[src/rtl/rx_pkg.sv]
package rx_pkg;

  typedef enum logic [1:0] {
    ST_IDLE  = 2'd0,
    ST_START = 2'd1,
    ST_DATA  = 2'd2,
    ST_STOP  = 2'd3
  } rxState_t;

  // Strobes from control to datapath
  typedef struct packed {
    logic takeEarly;  // capture first vote sample
    logic takeMid;    // capture second vote sample
    logic shiftIn;    // shift voted data bit into the frame register
    logic finish;     // final shift: publish frame, judge stop bit
    logic mode9;      // frame length latched at start edge
  } rxStrobe_t;

endpackage

[src/rtl/rx_ctrl.sv]
module rx_ctrl
  import rx_pkg::*;
#(
  parameter int OVERSAMPLE = 16,
  parameter int DATA_BITS  = 8
) (
  input  logic      clk,
  input  logic      rstN,
  input  logic      tick,
  input  logic      rxEn,
  input  logic      nineBit,
  input  logic      lineS,
  input  logic      votedNow,
  output rxStrobe_t strobes
);

  localparam int PH_W     = $clog2(OVERSAMPLE);
  localparam int VOTE_MID = OVERSAMPLE / 2;
  localparam int VOTE_LO  = VOTE_MID - 1;
  localparam int VOTE_HI  = VOTE_MID + 1;
  localparam int LAST_PH  = OVERSAMPLE - 1;
  localparam int CNT_W    = $clog2(DATA_BITS + 2);

  rxState_t        state;
  logic [PH_W-1:0] phase;
  logic [CNT_W-1:0] bitIdx;
  logic            prevHigh;
  logic            mode9;

  logic active, atLo, atMid, atHi, atLast;
  logic [CNT_W-1:0] bitsWanted;
  logic [PH_W-1:0]  phaseNext;

  always_comb begin
    active     = tick && rxEn;
    atLo       = (phase == PH_W'(VOTE_LO));
    atMid      = (phase == PH_W'(VOTE_MID));
    atHi       = (phase == PH_W'(VOTE_HI));
    atLast     = (phase == PH_W'(LAST_PH));
    bitsWanted = mode9 ? CNT_W'(DATA_BITS + 1) : CNT_W'(DATA_BITS);
    phaseNext  = atLast ? '0 : phase + 1'b1;
  end

  always_comb begin
    strobes.takeEarly = active && (state != ST_IDLE) && atLo;
    strobes.takeMid   = active && (state != ST_IDLE) && atMid;
    strobes.shiftIn   = active && (state == ST_DATA) && atHi;
    strobes.finish    = active && (state == ST_STOP) && atHi;
    strobes.mode9     = mode9;
  end

  always_ff @(posedge clk or negedge rstN) begin
    if (!rstN) begin
      state    <= ST_IDLE;
      phase    <= '0;
      bitIdx   <= '0;
      prevHigh <= 1'b0;
      mode9    <= 1'b0;
    end else if (!rxEn) begin
      state    <= ST_IDLE;
      phase    <= '0;
      bitIdx   <= '0;
      prevHigh <= 1'b0;
    end else if (tick) begin
      unique case (state)
        ST_IDLE: begin
          prevHigh <= lineS;
          if (prevHigh && !lineS) begin
            state  <= ST_START;
            phase  <= PH_W'(1);
            bitIdx <= '0;
            mode9  <= nineBit;
          end
        end
        ST_START: begin
          phase <= phaseNext;
          if (atHi && votedNow) begin
            state    <= ST_IDLE;
            phase    <= '0;
            prevHigh <= 1'b0;
          end else if (atLast) begin
            state <= ST_DATA;
          end
        end
        ST_DATA: begin
          phase <= phaseNext;
          if (atHi) bitIdx <= bitIdx + 1'b1;
          if (atLast && (bitIdx == bitsWanted)) state <= ST_STOP;
        end
        ST_STOP: begin
          phase <= phaseNext;
          if (atHi) begin
            state    <= ST_IDLE;
            phase    <= '0;
            prevHigh <= 1'b0;
          end
        end
        default: state <= ST_IDLE;
      endcase
    end
  end

  // idle is left only on an enabled tick
  assert_idle_hold_R2: assert property (@(posedge clk) disable iff (!rstN)
    (state == ST_IDLE && !(tick && rxEn)) |=> (state == ST_IDLE));

  // phase advances only on ticks
  assert_phase_tick_R2: assert property (@(posedge clk) disable iff (!rstN)
    (!tick && rxEn) |=> $stable(phase));

  // losing enable forces idle
  assert_enable_drop_R8: assert property (@(posedge clk) disable iff (!rstN)
    (state != ST_IDLE && !rxEn) |=> (state == ST_IDLE));

  // data bit counter never exceeds the longest frame
  assert_bitidx_range_R5: assert property (@(posedge clk) disable iff (!rstN)
    bitIdx <= CNT_W'(DATA_BITS + 1));

endmodule

[src/rtl/rx_datapath.sv]
module rx_datapath
  import rx_pkg::*;
#(
  parameter int DATA_BITS = 8
) (
  input  logic                 clk,
  input  logic                 rstN,
  input  logic                 lineIn,
  input  logic                 errClr,
  input  rxStrobe_t            strobes,
  output logic                 lineS,
  output logic                 votedNow,
  output logic [DATA_BITS-1:0] dataOut,
  output logic                 extraBit,
  output logic                 frameDone,
  output logic                 frameErr
);

  localparam int SH_W = DATA_BITS + 1;

  logic            sampEarly, sampMid;
  logic [SH_W-1:0] shReg;

  always_comb
    votedNow = (sampEarly & sampMid) | (sampEarly & lineS) | (sampMid & lineS);

  always_ff @(posedge clk or negedge rstN) begin
    if (!rstN) begin
      lineS     <= 1'b1;
      sampEarly <= 1'b1;
      sampMid   <= 1'b1;
      shReg     <= '0;
    end else begin
      lineS <= lineIn;
      if (strobes.takeEarly) sampEarly <= lineS;
      if (strobes.takeMid)   sampMid   <= lineS;
      if (strobes.shiftIn)   shReg     <= {votedNow, shReg[SH_W-1:1]};
    end
  end

  always_ff @(posedge clk or negedge rstN) begin
    if (!rstN) begin
      dataOut   <= '0;
      extraBit  <= 1'b0;
      frameDone <= 1'b0;
      frameErr  <= 1'b0;
    end else begin
      frameDone <= strobes.finish;
      if (strobes.finish) begin
        dataOut  <= strobes.mode9 ? shReg[DATA_BITS-1:0] : shReg[SH_W-1:1];
        extraBit <= strobes.mode9 ? shReg[SH_W-1] : votedNow;
      end
      if (strobes.finish && !votedNow) frameErr <= 1'b1;
      else if (errClr)                 frameErr <= 1'b0;
    end
  end

  // strobe lasts one clock
  assert_done_pulse_R6: assert property (@(posedge clk) disable iff (!rstN)
    frameDone |=> !frameDone);

  // published frame holds between strobes
  assert_data_hold_R6: assert property (@(posedge clk) disable iff (!rstN)
    !strobes.finish |=> ($stable(dataOut) && $stable(extraBit)));

  // error flag persists until cleared
  assert_err_sticky_R7: assert property (@(posedge clk) disable iff (!rstN)
    (frameErr && !errClr) |=> frameErr);

  // error flag rises only together with a strobe
  assert_err_rise_R7: assert property (@(posedge clk) disable iff (!rstN)
    $rose(frameErr) |-> frameDone);

endmodule

[src/rtl/oversample_rx.sv]
module oversample_rx
  import rx_pkg::*;
#(
  parameter int OVERSAMPLE = 16,
  parameter int DATA_BITS  = 8
) (
  input  logic                 clk,
  input  logic                 rstN,
  input  logic                 tick,
  input  logic                 rxEn,
  input  logic                 nineBit,
  input  logic                 lineIn,
  input  logic                 errClr,
  output logic [DATA_BITS-1:0] dataOut,
  output logic                 extraBit,
  output logic                 frameDone,
  output logic                 frameErr
);

  rxStrobe_t strobes;
  logic      lineS;
  logic      votedNow;

  rx_ctrl #(
    .OVERSAMPLE(OVERSAMPLE),
    .DATA_BITS (DATA_BITS)
  ) ctrl_i (
    .clk     (clk),
    .rstN    (rstN),
    .tick    (tick),
    .rxEn    (rxEn),
    .nineBit (nineBit),
    .lineS   (lineS),
    .votedNow(votedNow),
    .strobes (strobes)
  );

  rx_datapath #(
    .DATA_BITS(DATA_BITS)
  ) dp_i (
    .clk      (clk),
    .rstN     (rstN),
    .lineIn   (lineIn),
    .errClr   (errClr),
    .strobes  (strobes),
    .lineS    (lineS),
    .votedNow (votedNow),
    .dataOut  (dataOut),
    .extraBit (extraBit),
    .frameDone(frameDone),
    .frameErr (frameErr)
  );

endmodule

[config.mk]
export PLATFORM = sky130hd
export DESIGN_NAME = oversample_rx
export DESIGN_NICKNAME = d
export VERILOG_FILES = /design/src/rtl/rx_pkg.sv /design/src/rtl/rx_ctrl.sv /design/src/rtl/rx_datapath.sv /design/src/rtl/oversample_rx.sv
export SDC_FILE = /design/constraint.sdc
export NUM_CORES = 1
export LEC_CHECK = 0
export ABC_CLOCK_PERIOD_IN_PS = 5100
export BUFFER_PORTS_ARGS = -buffer_cell sky130_fd_sc_hd__buf_2
export CORE_ASPECT_RATIO = 0.9
export CORE_MARGIN = 5
export CORE_UTILIZATION = 50
export CTS_CLUSTER_DIAMETER = 80
export DETAILED_ROUTE_END_ITERATION = 12
export PLACE_DENSITY = 0.69
export REMOVE_ABC_BUFFERS = 1
export SETUP_SLACK_MARGIN = 0.4
export SYNTH_ARGS = -nofsm -noshare
export SYNTH_HDL_FRONTEND = slang
export SYNTH_SLANG_ARGS = --single-unit
[constraint.sdc]
create_clock -name clk -period 5.1 [get_ports clk]
set_input_delay 1.53 -clock clk [delete_from_list [all_inputs] [get_ports clk]]
set_output_delay 1.53 -clock clk [all_outputs]
set_load 0.01 [all_outputs]
==> flow_summary.yaml <==
detailed_routing:
  drt-wirelength-per-cell_um: 15.7
  totalWireLength_um: 3740
  drtIter0Drc: 96
  avgViaCountPerCell: 5.86
  drc: 0
  final_antenna_net_count: 0
  dr.pass1.iters: 4
  routed-via-count: 1395
cts:
  hold_buffers: 0
  h-tree-depth: 2
  post_cts_buffers: 0
  numCtsBuffers: 5
  cts_buffer_depth: 2
  root_buffer: "clkbuf_8"
  cts.sinks: 35
  clkSlewWorstSetupHoldPaths_ps: 70
  worstSkewPairLatency_ps: 280
  cts_tree: "built"
  cts_resized: 0
sta:
  drv_slew: 0
  hold_violations: 0
  finalSetupTns_ps: 0
  worst_slew_pin_slew_ps: 1180
  timing.final.crit_share: 0.563
  slew_headroom: 0.213
  setup_violations: 0
  fmax_mhz: 348
  rsz0062_at_grt: "false"
  fin_crit_ps: 2870
  finalClockSkew_ps: 1.62
logic_synthesis:
  syn-cell-area_mm2: 0.00183
  avgSynthCellArea_um2: 10.5
  yosysWarningCount: 0
  ys_ff_latch: 35
  netlist_instances: 175
  yosysSeqAreaShare: 0.480
  async_flop_share: 1.00
  synth-main-ff-cell: "dfrtp_1"
  synth_edf_count: 0
  synth_cell_type_count: 43
layout:
  layout.nets: 208
  layout_commonest_cell: "dfrtp_1"
  drive_above_1_share: 0.211
  diodes: 0
  nFillCells: 306
  layout.cells.most_common_list: "dfrtp_1, buf_2, a21oi_1"
  area_growth_pct: 10.5
  final_area_mm2: 0.00203
outcome:
  status: "complete, no violations"
pwr:
  power_leakage_nw: 0.960
  power_density_mw_per_mm2: 277
  finalPower_mw: 0.561
  peakVddDrop_mv: 0.174
min_path:
  hp-class: "flop to flop"
critical_path:
  critPathMaxFanout: 19
  crit_required_ps: 5310
  path_cells: "buf_2, nand3_1, nor2_1, nor2_1, a21oi_1"
  cp_num_buf_inv: 1
  cp_top_family: "simple AND/OR/NAND/NOR gates"
  worst_path_max_delay_cell: "nor2_1"
  cp-end-kind: "flop"
  r2r_slack_ps: 2910
  max_stage_delay_ps: 900
  cp_common_cell: "nor2_1"
  worstSetupStartpointType: "primary input"
  path_class: "primary input to flop"
  arrival_ps: 3080
placed_design:
  placed_area_mm2: 0.00194
  routabilityCongestion: 0.919
  io_buffers: 17
  hpwl_um: 2670
global_route:
  grt_max_degree: 36
  grt_usage: 0.169
  antenna_found_initial: 0
  grt_pass1_wl_um: 6470
  grt_overflow: 0
  grt_pass1_vias: 1408
flow_run:
  maxCapViolCount: 0
floorplan:
  die_x_um: 73.8
  pin_count: 18
  num_rows: 20
  die_y_um: 67.4
  start_util: 0.531
  die_area_mm2: 0.00498
  core_area_mm2: 0.00345
[synthesized netlist by cell type, types with 2 or more instances]
cell,n,share of area
mux2i_1,11,0.060
nand2b_1,3,0.010
dfstp_2,3,0.043
nand4_1,2,0.0068
nor2_1,15,0.031
ha_1,8,0.055
nand3_1,8,0.022
a21oi_1,16,0.044
nand2_1,9,0.018
nor3_1,2,0.0055
inv_1,11,0.023
a21o_1,2,0.0082
o21ai_0,9,0.025
mux2_2,12,0.074
dfrtp_1,32,0.44
buf_2,2,0.0055
or4_1,2,0.0082
clkbuf_1,3,0.0061
[where the power goes]
group	total, mW	switching, mW	internal [mW]
Clock	0.191	0.0956	0.0957
Sequential	0.300	0.0168	0.284
Combinational	0.0692	0.0393	0.0300
Total	0.561	0.152	0.409
[sequential cells by signal, indices dropped and copies added (netlist names)]
name             flops
dp_i.sampMid         1
dp_i.dataOut         8
ctrl_i.mode9         1
ctrl_i.prevHigh      1
ctrl_i.bitIdx        4
dp_i.extraBit        1
dp_i.sampEarly       1
dp_i.shReg           9
dp_i.lineS           1
ctrl_i.state         2
dp_i.frameDone       1
ctrl_i.phase         4
dp_i.frameErr        1
[cell type report]
type	instances	area, um^2	area share
Multi-Input combinational cell	123	883	0.436
Sequential cell	35	880	0.434
Timing Repair Buffer	17	85.1	0.0420
Clock buffer	7	76.3	0.0377
Tap cell	44	55.1	0.0272
Inverter	11	41.3	0.0204
Clock inverter	1	5.00	0.00247
[kinds of logic (layout without fill, tap and decap cells)]
family / after synthesis / after routing / synth area share
AOI/OAI and AO/OA: 42 / 42 / 0.151
xor gates and xnor gates: 1 / 1 / 0.00478
adders and majority gates: 9 / 9 / 0.0601
buffers and inverters: 17 / 36 / 0.0382
DFF: 35 / 35 / 0.480
muxes: 23 / 23 / 0.134
and+or+nand+nor: 48 / 48 / 0.132
[worst register-to-register path: stages (launching register included)]
cell and delay [ps]:
dfrtp_1 410, inv_1 120, ha_1 190, nand3b_1 180
nor2_1 950, nor2_1 90, a21oi_1 160
[layer usage]
metal  track usage  vias to the layer above  wire (um)
li1              -                      672          -
met1         0.237                      679       1750
met2         0.251                       38       1740
met3        0.0595                        6        224
met4        0.0385                        0         29
met5             0                        -          0
[through the flow]
| step | std cells | worst slack, ps | hold WS (ps) | utilization |
|---|---|---|---|---|
| 6_report | 238 | 2230 | 507 | 0.587 |
| 3_5_place_dp | 230 | 1960 | 494 | 0.563 |
| 4_1_cts | 238 | 2260 | 509 | 0.587 |
| 5_1_grt | 238 | 2020 | 545 | 0.587 |
| 2_1_floorplan | 169 | 2470 | 479 | - |
| 3_3_place_gp | 230 | 2030 | 490 | 0.563 |
[worst paths after layout]
kind | startpoint | to | depth (start not counted)
min in group asynchronous | rstN | ctrl_i.state[1]$_DFFE_PN0P_ | 1
worst max register to register | ctrl_i.phase[1]$_DFFE_PN0P_ | dp_i.dataOut[1]$_DFFE_PN0P_ | 6
worst min-delay path | dp_i.shReg[0]$_DFFE_PN0P_ | dp_i.shReg[0]$_DFFE_PN0P_ | 1
worst min register to register | dp_i.shReg[0]$_DFFE_PN0P_ | dp_i.shReg[0]$_DFFE_PN0P_ | 1
max in group asynchronous | rstN | dp_i.dataOut[5]$_DFFE_PN0P_ | 1
worst max-delay path | rxEn | dp_i.dataOut[1]$_DFFE_PN0P_ | 5
(Power assumes the default switching activity.)
